`config.mk`:
```
export PLATFORM = sky130hd
export DESIGN_NAME = flash_prot_resolver
export DESIGN_NICKNAME = d
export VERILOG_FILES = /design/src/rtl/flash_prot_pkg.sv /design/src/rtl/fpr_region_decode.sv /design/src/rtl/fpr_lock_store.sv /design/src/rtl/fpr_grant.sv /design/src/rtl/flash_prot_resolver.sv
export SDC_FILE = /design/constraint.sdc
export NUM_CORES = 1
export LEC_CHECK = 0
export BUFFER_PORTS_ARGS = -buffer_cell sky130_fd_sc_hd__buf_2
export CAP_MARGIN = 20
export CORE_AREA = 4 4 41 43
export DETAILED_ROUTE_END_ITERATION = 6
export DIE_AREA = 0 0 45 47
export GPL_TIMING_DRIVEN = 0
export PLACE_DENSITY = 0.7
export SLEW_MARGIN = 20
export SYNTH_ARGS = -nofsm -noshare
export SYNTH_HDL_FRONTEND = slang
export SYNTH_SLANG_ARGS = --single-unit
```
`constraint.sdc`:
```
create_clock -name clk -period 1.4 [get_ports clk]
set_input_delay 0 -clock clk [delete_from_list [all_inputs] [get_ports clk]]
set_output_delay 0 -clock clk [all_outputs]
set_load 0.05 [all_outputs]
```
`src/rtl/flash_prot_pkg.sv`:
```
// Shared types for the flash sector protection resolver.
package flash_prot_pkg;
    typedef enum logic [1:0] {
        REQ_PROG       = 2'b00,
        REQ_SECT_ERASE = 2'b01,
        REQ_CHIP_ERASE = 2'b10,
        REQ_LOCK       = 2'b11
    } req_kind_t;

    typedef enum logic [1:0] {
        RGN_BOOT   = 2'd0,
        RGN_PARAM1 = 2'd1,
        RGN_PARAM2 = 2'd2,
        RGN_MAIN   = 2'd3
    } region_t;

    localparam int NUM_SECT = 4;
endpackage

```
`src/rtl/fpr_region_decode.sv`:
```
// Maps a word address to one of the four protection regions.
// Assumes small regions are 2**SMALL_W words; index 0 boot, 1 and 2
// parameter, anything higher main.
module fpr_region_decode
    import flash_prot_pkg::*;
#(
    parameter int ADDR_W  = 18,
    parameter int SMALL_W = 13
) (
    input  logic [ADDR_W-1:0] addr,
    output region_t           region
);
    localparam int IDX_W = ADDR_W - SMALL_W;

    logic [IDX_W-1:0] idx;
    assign idx = addr[ADDR_W-1:SMALL_W];

    // Classify the high address bits into a region.
    always_comb begin
        if (idx == IDX_W'(0))      region = RGN_BOOT;
        else if (idx == IDX_W'(1)) region = RGN_PARAM1;
        else if (idx == IDX_W'(2)) region = RGN_PARAM2;
        else                       region = RGN_MAIN;
    end
endmodule

```
`src/rtl/fpr_lock_store.sv`:
```
// Holds the boot-lock flag. Set by a lock request, cleared only by the
// power-on reset, so it stands in for a non-volatile bit.
module fpr_lock_store (
    input  logic clk,
    input  logic rst_n,
    input  logic set_lock,
    output logic locked
);
    // Sticky set, synchronous clear on reset.
    always_ff @(posedge clk) begin
        if (!rst_n)        locked <= 1'b0;
        else if (set_lock) locked <= 1'b1;
    end

    AST_LOCK_STICKY: assert property (@(posedge clk) disable iff (!rst_n)
        locked |=> locked);
    AST_LOCK_SET: assert property (@(posedge clk) disable iff (!rst_n)
        set_lock |=> locked);
endmodule

```
`src/rtl/fpr_grant.sv`:
```
// Turns a request, its region, the lock flag and the override into a
// registered one-cycle decision: erase mask, program grant or reject.
// Assumes mask bit order boot, param1, param2, main.
module fpr_grant
    import flash_prot_pkg::*;
#(
    parameter int N_SECT = NUM_SECT
) (
    input  logic              clk,
    input  logic              rst_n,
    input  logic              req_valid,
    input  req_kind_t         req_kind,
    input  region_t           region,
    input  logic              locked,
    input  logic              hv_override,
    output logic [N_SECT-1:0] erase_mask,
    output logic              prog_allow,
    output logic              reject
);
    logic              boot_open;
    logic [N_SECT-1:0] mask_nx;
    logic              allow_nx;
    logic              rej_nx;

    assign boot_open = !locked || hv_override;

    // Decide the outcome of the current request.
    always_comb begin
        mask_nx  = '0;
        allow_nx = 1'b0;
        rej_nx   = 1'b0;
        if (req_valid) begin
            unique case (req_kind)
                REQ_PROG: begin
                    if (region == RGN_BOOT && !boot_open) rej_nx   = 1'b1;
                    else                                  allow_nx = 1'b1;
                end
                REQ_SECT_ERASE: begin
                    unique case (region)
                        RGN_PARAM1: mask_nx[RGN_PARAM1] = 1'b1;
                        RGN_PARAM2: mask_nx[RGN_PARAM2] = 1'b1;
                        default: begin
                            mask_nx[RGN_MAIN] = 1'b1;
                            mask_nx[RGN_BOOT] = boot_open;
                        end
                    endcase
                end
                REQ_CHIP_ERASE: begin
                    if (boot_open) mask_nx = '1;
                    else           rej_nx  = 1'b1;
                end
                default: ;
            endcase
        end
    end

    // Register the decision as a one-cycle pulse.
    always_ff @(posedge clk) begin
        if (!rst_n) begin
            erase_mask <= '0;
            prog_allow <= 1'b0;
            reject     <= 1'b0;
        end else begin
            erase_mask <= mask_nx;
            prog_allow <= allow_nx;
            reject     <= rej_nx;
        end
    end

    AST_IDLE_QUIET: assert property (@(posedge clk) disable iff (!rst_n)
        !req_valid |=> (erase_mask == '0 && !prog_allow && !reject));
    AST_REJECT_EXCLUSIVE: assert property (@(posedge clk) disable iff (!rst_n)
        reject |-> (erase_mask == '0 && !prog_allow));
    AST_BOOT_WITH_MAIN: assert property (@(posedge clk) disable iff (!rst_n)
        erase_mask[RGN_BOOT] |-> erase_mask[RGN_MAIN]);
    AST_LOCKED_CHIP_BLOCKED: assert property (@(posedge clk) disable iff (!rst_n)
        (req_valid && req_kind == REQ_CHIP_ERASE && locked && !hv_override)
        |=> (reject && erase_mask == '0));
    AST_BOOT_PROG_BLOCKED: assert property (@(posedge clk) disable iff (!rst_n)
        (req_valid && req_kind == REQ_PROG && region == RGN_BOOT && locked && !hv_override)
        |=> (!prog_allow && reject));
    AST_OVERRIDE_CHIP: assert property (@(posedge clk) disable iff (!rst_n)
        (req_valid && req_kind == REQ_CHIP_ERASE && hv_override)
        |=> (erase_mask == '1));
endmodule

```
`src/rtl/flash_prot_resolver.sv`:
```
// Top of the sector protection resolver: region decode, lock flag and
// grant logic. Assumes one request per cycle from the command decoder.
module flash_prot_resolver
    import flash_prot_pkg::*;
#(
    parameter int ADDR_W  = 18,
    parameter int SMALL_W = 13
) (
    input  logic              clk,
    input  logic              rst_n,
    input  logic              req_valid,
    input  logic [1:0]        req_kind,
    input  logic [ADDR_W-1:0] req_addr,
    input  logic              hv_override,
    output logic [NUM_SECT-1:0] erase_mask,
    output logic              prog_allow,
    output logic              reject,
    output logic              boot_locked
);
    region_t   region;
    req_kind_t kind;
    logic      set_lock;

    assign kind     = req_kind_t'(req_kind);
    assign set_lock = req_valid && kind == REQ_LOCK;

    fpr_region_decode #(.ADDR_W(ADDR_W), .SMALL_W(SMALL_W)) u_decode (
        .addr   (req_addr),
        .region (region)
    );

    fpr_lock_store u_lock (
        .clk      (clk),
        .rst_n    (rst_n),
        .set_lock (set_lock),
        .locked   (boot_locked)
    );

    fpr_grant #(.N_SECT(NUM_SECT)) u_grant (
        .clk         (clk),
        .rst_n       (rst_n),
        .req_valid   (req_valid),
        .req_kind    (kind),
        .region      (region),
        .locked      (boot_locked),
        .hv_override (hv_override),
        .erase_mask  (erase_mask),
        .prog_allow  (prog_allow),
        .reject      (reject)
    );
endmodule

```
==> results.toml, run 1 <==
[worst_setup_path]
crit_path_max_incr_delay_ps = 500
path_cells = "buf_2, nor4_1, ha_1, nand2b_1, a211oi_1"
critical-path-top-delay-family = "simple AND/OR/NAND/NOR gates"
critPathCaptureType = "register"
reg2reg_depth = 2
arrival_ps = 1320
critPathKind = "in -> reg"
crit_path_start_kind = "input port"
cp_max_fo = 3
crit_required_ps = 1560
crit_buf_inv = 1
cp.depth = 5
slowest_stage = "nor4_1"

[global_routing]
gr-usage-met1 = 0.09795
antenna_found_initial = 0
grtUsageMet2 = 0.1130
gr-total-overflow = 0
top_usage_layer = "met4"
grt_max_degree = 5
met3_usage = 0.003831
track_usage = 0.08538
grt_pass1_vias = 308
grt_pass1_wl_um = 1207

[detailed_routing]
drtIter0Drc = 0
vias = 319
totalWireLength_um = 685
postRouteAntennaNets = 0
drc = 0
wl_per_cell_um = 9.133
via_per_inst = 4.253
drtPass1Iterations = 1

[cells_and_area]
final-seq-area_um2 = 140.1
final_cells = 75
diodes = 0
n_fill_cell = 150
layout-drive-gt1-share = 0.3333
fin_util = 0.3702
multi_input_area_um2 = 192.7
areaGrowthSynthToFinish_pct = 37.01
final_nets = 92

[sta]
clock.fmax_mhz = 863.4
setup_viol = 0
worst_pin_slew_ps = 526.6
fin_setup_tns_ps = 0
fin_crit_sh = 0.8273
slew_headroom = 0.6457
rsz0062_at_grt = "false"
worst_slack_ps = 241.8
final-hold-violation-count = 0
skew_ps = 2.335
slew_viol_final = 0
min_period_ps = 1158
hold_slack_ps = 8.474

[clock_network]
cts_resized = 0
cts.reportedPaths.clkPinSlew_ps = 50
root_buffer = "clkbuf_4"
cts.sinks = 7
cts_tree = "built"
clkLatencyLatePin_ps = 250
cts.path.max_buffers = 2
postCtsSetupBuffers = 0
htreeDepth = 1
postCtsHoldBufs = 0
numCtsBuffers = 3

[floorplanning]
coreArea_um2 = 1301
die_w_um = 45
fp-row-count = 13
start_util = 0.2702
ios = 31
dieArea_um2 = 2115
die_y_um = 47

[logic_synthesis]
ys_top_cells_by_area = "dfxtp_1 40%, ha_1 25%, a21oi_1 8.5%"
syn_area_um2 = 351.6
syn_avg_cell_area_um2 = 9.015
synth_top_flop_cell = "dfxtp_1"
yosys_warnings = 0
synth_edf_count = 0
netlist_top_cells_count = "7 x dfxtp_1, 7 x ha_1, 6 x a21oi_1"
ys_async_sr_fraction = 0
ys_ff_latch = 7
synth_nets = 70
synthCells = 39
yosys.area.top_type_share = 0.3986
yosys.area.top_type = "dfxtp_1"
ys_types = 11
ys_seq_area_frac = 0.3986

[power_and_ir_drop]
power.density_nw_per_um2 = 949.2
ir_drop_uv = 234.0
p_leak_nw = 0.2437

[worst_hold_path]
hp-class = "in -> reg"
holdPathStages = 2

[placement]
preCtsSetupSlack_ps = 35.49
port_buffers = 17
place_congestion = 0.7251
placed_cells = 71

[job]
maxCapViolations = 0

[run_status]
status = "finished, final reports clean"
==> layer usage <==
layer  vias to the layer above  share of wire  wire length (um)
met5                         -              0                 0
met4                         0          0.073                50
met3                         5           0.11                74
met2                        19           0.41               279
met1                       124           0.41               280
li1                        171              -                 -
==> cell families after synthesis <==
group,synth area share
simple gates,0.1921
compound gates,0.1068
fa+ha+maj,0.2491
flops,0.3986
buf+inv,0.05339
==> path summary, 6_finish.rpt <==
check                startpoint                    end  slack (ps)
setup / recovery   req_addr[13]  u_grant.erase_mask[0]         240
hold / removal            rst_n          u_lock.locked           8
setup reg to reg  u_lock.locked     u_grant.prog_allow         620
hold reg to reg   u_lock.locked         u_grant.reject         540
==> through the flow <==
stage | power [W] | instance area [um^2]
global route | 0.0004917 | 481.7
floorplan | 0.0002541 | 351.6
CTS | 0.0004650 | 481.7
global placement | 0.0002811 | 455.4
finish | 0.0004572 | 481.7
detailed placement | 0.0002821 | 455.4
==> cells in the final DEF, fill, tap and decap left out, drive strengths merged, types with 4 or more instances in the layout <==
| cell type | count |
|---|---|
| inv | 5 |
| nand2 | 4 |
| a21oi | 6 |
| ha | 7 |
| buf | 17 |
| clkbuf | 4 |
| dfxtp | 7 |
==> sequential cells by signal, indices dropped and copies added (netlist names) <==
| name | flops |
|---|---|
| u_grant.prog_allow | 1 |
| u_grant.erase_mask | 4 |
| u_lock.locked | 1 |
| u_grant.reject | 1 |
==> final cells by class <==
class,instances,share of cell area
sequential,7,0.2909
clock buffer,4,0.05455
timing repair buffer,17,0.1766
tap,15,0.03896
multi-input combinational,27,0.4000
inverter,5,0.03896
==> worst register-to-register path: stages, from the launching register on <==
cell and delay, ps:
dfxtp_1 370, nor2b_1 200, a21oi_1 90
==> where the power goes <==
part | leakage (nW) | switching (W) | internal [W]
Clock | 0.0150 | 0.0000705 | 0.000109
Sequential | 0.0568 | 0.00000216 | 0.000205
Combinational | 0.172 | 0.0000454 | 0.0000255
Note: power is estimated with default switching activity, not from simulation.
==> run 2, diff against run 1 <==
- PLACE_DENSITY: 0.7 -> 0.72
- clock period: 1.4 -> 1 ns (I/O delays scaled with it)
==> run 2 against run 1 <==
  * Via count up 2.2%
  * Non-clock buffer count up 1
  * Highest routed layer unchanged
  * Final area up 11%
  * Global-route usage down 0.95 points
==> results.toml, run 2 (synthesized netlist as in run 1, its figures left out) <==
[clock_network]
cts_tree = "built"
htreeDepth = 1
cts.path.max_buffers = 2
clkLatencyLatePin_ps = 240
root_buffer = "clkbuf_4"
numCtsBuffers = 3
cts.sinks = 7
cts.reportedPaths.clkPinSlew_ps = 50

[worst_setup_path]
crit_path_max_incr_delay_ps = 320
crit_buf_inv = 1
crit_required_ps = 1170
slowest_stage = "nor4_4"
arrival_ps = 1080
critical-path-top-delay-family = "simple AND/OR/NAND/NOR gates"
critPathKind = "in -> reg"
critPathCaptureType = "register"
path_cells = "buf_2, nor4_4, ha_1, nand2b_4, a211oi_2"
cp_max_fo = 3
crit_path_start_kind = "input port"

[placement]
hpwlAfterDp_um = 595.2
placed_cells = 71
place_area_um2 = 469.2
port_buffers = 17
place_congestion = 0.7122

[cells_and_area]
multi_input_area_um2 = 235.2
n_fill_cell = 144
layout_common_cells = "17 x buf_2, 7 x ha_1, 6 x a21oi_1, 6 x dfxtp_1, 5 x inv_1"
layout-drive-gt1-share = 0.4262
final_cells = 76
final-seq-area_um2 = 141.4
final_nets = 93
layout_commonest_cell = "buf_2"
diodes = 0
finalInstanceArea_um2 = 533.0
largest_reg_flops = 4
areaGrowthSynthToFinish_pct = 51.60
top_register = "u_grant.erase_mask"

[detailed_routing]
vias = 326
via_per_inst = 4.289
wl_per_cell_um = 9.237
drtPass1Iterations = 4
drc = 0
totalWireLength_um = 702
postRouteAntennaNets = 0
drtIter0Drc = 2

[sta]
clock.fmax_mhz = 1100
final-hold-violation-count = 0
fin_crit_sh = 0.9091
rsz0062_at_grt = "false"
hold_slack_ps = 18.57
worst_pin_slew_ps = 256.4
fin_setup_tns_ps = 0
skew_ps = 3.095
min_period_ps = 909.1
setup_viol = 0
slew_viol_final = 0
slew_headroom = 0.8278

[floorplanning]
dieArea_um2 = 2115
ios = 31
coreArea_um2 = 1301
fp-row-count = 13
start_util = 0.2702
die_y_um = 47
die_w_um = 45

[power_and_ir_drop]
p_int_w = 0.0004833
p_leak_nw = 0.2565
sw_frac_of_total = 0.2610
p_seq_frac = 0.444
power.share.clock = 0.372
p_comb_frac = 0.184
switchingPower_w = 0.0001707
power.density_nw_per_um2 = 1227
ir_drop_uv = 319.7

[job]
maxCapViolations = 0

[global_routing]
grt_max_degree = 5
grt_pass1_vias = 291
track_usage = 0.07589
antenna_found_initial = 0
gr-total-overflow = 0
grt_pass1_wl_um = 1110

[run_status]
status = "finished, final reports clean"

[worst_hold_path]
hp-class = "in -> reg"
## run 2: cell types whose count changed in the layout (fill, tap and decap cells not counted)
cell	change
a211oi_1	-1
nand2b_1	-1
a211oi_2	+1
nand2b_4	+1
dfxtp_1	-1
dfxtp_2	+1
nor4_1	-2
buf_4	+1
nor4_4	+2
## run 2: power by group through the flow
stage	registers (W)	logic, W	clock network (W)
3_3_place_gp	0.000296	0.000102	0
4_1_cts	0.000290	0.000106	0.000256
5_1_grt	0.000291	0.000133	0.000277
2_1_floorplan	0.000323	0.0000338	0
3_5_place_dp	0.000296	0.000105	0
6_report	0.000291	0.000120	0.000243
## run 2: final timing paths
kind | startpoint | to | slack (ps) | depth (start not counted)
setup / recovery | req_addr[17] | u_grant.erase_mask[0] | 90 | 5
hold / removal | rst_n | u_lock.locked | 20 | 2
setup reg to reg | u_lock.locked | u_grant.prog_allow | 240 | 2
hold reg to reg | u_lock.locked | u_lock.locked | 510 | 2
## run 2: repair_timing
action	CTS	global route
buffers inserted	0	1
resized for setup	0	4
hold buffers	0	0
setup endpoints to repair	0	2
## run 2: through the flow
step | total power [W] | util | worst slack [ps]
2_1_floorplan | 0.0003572 | - | -38.40
3_3_place_gp | 0.0003977 | 0.3606 | -224.9
3_5_place_dp | 0.0004012 | 0.3606 | -229.0
4_1_cts | 0.0006521 | 0.3808 | 8.324
5_1_grt | 0.0007009 | 0.4096 | 19.01
6_report | 0.0006540 | 0.4096 | 90.93
## run 2: layout make-up
class | count | area share
flip-flops and latches | 7 | 0.2653
repair buffers | 18 | 0.1737
well taps | 15 | 0.03521
multi-input cells | 27 | 0.4413
inverters | 5 | 0.03521
clock buffers | 4 | 0.04930
## run 2: layer usage
metal  routed length (um)  share of wire  global-route usage  vias to the layer above
met2                  343           0.49              0.1102                       14
met5                    0              0                   0                        -
met1                  269           0.38             0.08656                      138
li1                     -              -                   -                      172
met4                   21          0.030              0.1053                        0
met3                   68          0.097            0.003831                        2
==> run 3, diff against run 2 <==
- ABC_AREA: unset -> 1
- PLACE_DENSITY: 0.72 -> 0.74
==> run 3 against run 2 <==
  * Synthesized cell count is 31% higher
  * Via count is 4.6% higher
  * Die area stayed put
  * Largest cell class unchanged
  * Largest power group unchanged
  * Highest routed layer unchanged
==> results.toml, run 3 <==
[logic_synthesis]
synth_top_flop_cell = "dfxtp_1"
synth_xor_xnor_area_share = 0
synth_simple_gate_area_frac = 0.2193
ys_seq_area_frac = 0.3721
ys_async_sr_fraction = 0
synth_compound_area_frac = 0.06645
synth_top_family_by_area = "adder cells"
netlist_top_cells_count = "13 x nand2_1, 10 x inv_1, 7 x dfxtp_1, 7 x ha_1, 6 x nor2_1"
yosys.area.top_type_share = 0.3721
yosys.area.top_type = "dfxtp_1"
syn_area_um2 = 376.6
synth_adder_area_share = 0.2326
syn_avg_cell_area_um2 = 7.385
yosys_warnings = 0
synth_nets = 82
muxShareOfSynthArea = 0
synthCells = 51
synth.most_common_cell = "nand2_1"
ys_top_cells_by_area = "dfxtp_1 37%, ha_1 23%, nand2_1 13%"
ys_types = 9
ys_ff_latch = 7
synth_edf_count = 0

[global_routing]
grt_pass1_wl_um = 1290
grt_pass1_vias = 328
antenna_found_initial = 0
gr-total-overflow = 0
track_usage = 0.08538
grt_max_degree = 5

[floorplanning]
die_w_um = 45
die_y_um = 47
fp-row-count = 13
ios = 31
dieArea_um2 = 2115
coreArea_um2 = 1301
start_util = 0.2894

[worst_setup_path]
critPathCaptureType = "output pin"
critical-path-top-delay-family = "flip-flops"
path_cells = "buf_2"
slowest_stage = "dfxtp_2"
crit_path_max_incr_delay_ps = 330
crit_path_start_kind = "register"
critPathKind = "reg -> out"
crit_buf_inv = 1
crit_required_ps = 1000
arrival_ps = 830
cp_max_fo = 3

[cells_and_area]
layout_common_cells = "17 x buf_2, 13 x nand2_1, 10 x inv_1"
finalInstanceArea_um2 = 518.0
layout_commonest_cell = "buf_2"
n_fill_cell = 141
areaGrowthSynthToFinish_pct = 37.54
final_nets = 105
final_cells = 88
fin_util = 0.3981
largest_reg_flops = 4
diodes = 0
layout-drive-gt1-share = 0.3151
top_register = "u_grant.erase_mask"

[power_and_ir_drop]
totalPowerFinal_w = 0.0006493
p_int_w = 0.0004796
ir_drop_uv = 394.5
switchingPower_w = 0.0001697
power.density_nw_per_um2 = 1253
p_seq_frac = 0.447
p_comb_frac = 0.171
power.share.clock = 0.382
sw_frac_of_total = 0.2613
p_leak_nw = 0.2998

[sta]
hold_slack_ps = 89.59
setup_viol = 0
skew_ps = 6.421
clock.fmax_mhz = 1202
slew_headroom = 0.8341
min_period_ps = 832.0
rsz0062_at_grt = "false"
final-hold-violation-count = 0
slew_viol_final = 0
worst_pin_slew_ps = 250.6
fin_crit_sh = 0.8320

[clock_network]
cts_resized = 0
clkLatencyLatePin_ps = 240
cts.sinks = 7
postCtsSetupBuffers = 0
root_buffer = "clkbuf_4"
numCtsBuffers = 3
cts_tree = "built"
postCtsHoldBufs = 1
cts.reportedPaths.clkPinSlew_ps = 50
cts.path.max_buffers = 2
htreeDepth = 1

[placement]
place_area_um2 = 481.7
hpwlAfterDp_um = 585.1
place_congestion = 0.7302
port_buffers = 17
placed_cells = 83

[detailed_routing]
totalWireLength_um = 708
drtIter0Drc = 6
wl_per_cell_um = 8.045
postRouteAntennaNets = 0
via_per_inst = 3.875
drc = 0
drtPass1Iterations = 2
vias = 341

[worst_hold_path]
hp-class = "in -> reg"

[job]
maxCapViolations = 0

[run_status]
status = "finished, final reports clean"
[run 3: cell type report]
class | instances | area (um^2) | area share
flip-flops and latches | 7 | 141.4 | 0.2729
repair buffers | 18 | 95.09 | 0.1836
multi-input cells | 33 | 195.2 | 0.3768
inverters | 11 | 41.29 | 0.07971
clock buffers | 4 | 26.28 | 0.05072
well taps | 15 | 18.77 | 0.03623
[run 3: worst paths after layout]
| path | start | end | slack (ps) | cells past startpoint |
|---|---|---|---|---|
| setup / recovery | u_lock.locked | boot_locked | 170 | 1 |
| hold / removal | req_valid | u_grant.prog_allow | 90 | 5 |
| hold reg to reg | u_lock.locked | u_lock.locked | 450 | 2 |
| setup reg to reg | u_lock.locked | u_grant.prog_allow | 270 | 5 |
[run 3: power by group through the flow]
stage / registers, W / logic, W / clock network (W)
after global routing: 0.000291 / 0.000126 / 0.000281
after detailed placement: 0.000296 / 0.000108 / 0
after CTS: 0.000290 / 0.000112 / 0.000257
after floorplan: 0.000324 / 0.0000425 / 0
final: 0.000290 / 0.000111 / 0.000248
after global placement: 0.000296 / 0.000105 / 0
[run 3: layer usage]
| metal | wire length (um) | global-route usage | vias up |
|---|---|---|---|
| met5 | 0 | 0 | - |
| met4 | 17 | 0.07018 | 0 |
| li1 | - | - | 193 |
| met3 | 66 | 0.01533 | 2 |
| met1 | 297 | 0.09339 | 133 |
| met2 | 326 | 0.1441 | 13 |
[run 3: logic make-up (layout without fill, tap and decap cells)]
kind of cell             Yosys count  after routing
buffers and inverters             11             33
AND/OR/NAND/NOR                   21             21
adder cells (fa/ha/maj)            7              7
flip-flops                         7              7
AO/OA/AOI/OAI                      5              5
[run 3: per-stage QoR]
stage	TNS, ps	setup WS (ps)
floorplan	0	101.8
finish	0	168.0
global placement	-10.63	-10.63
CTS	0	159.2
global route	0	100.3
detailed placement	-29.16	-18.86
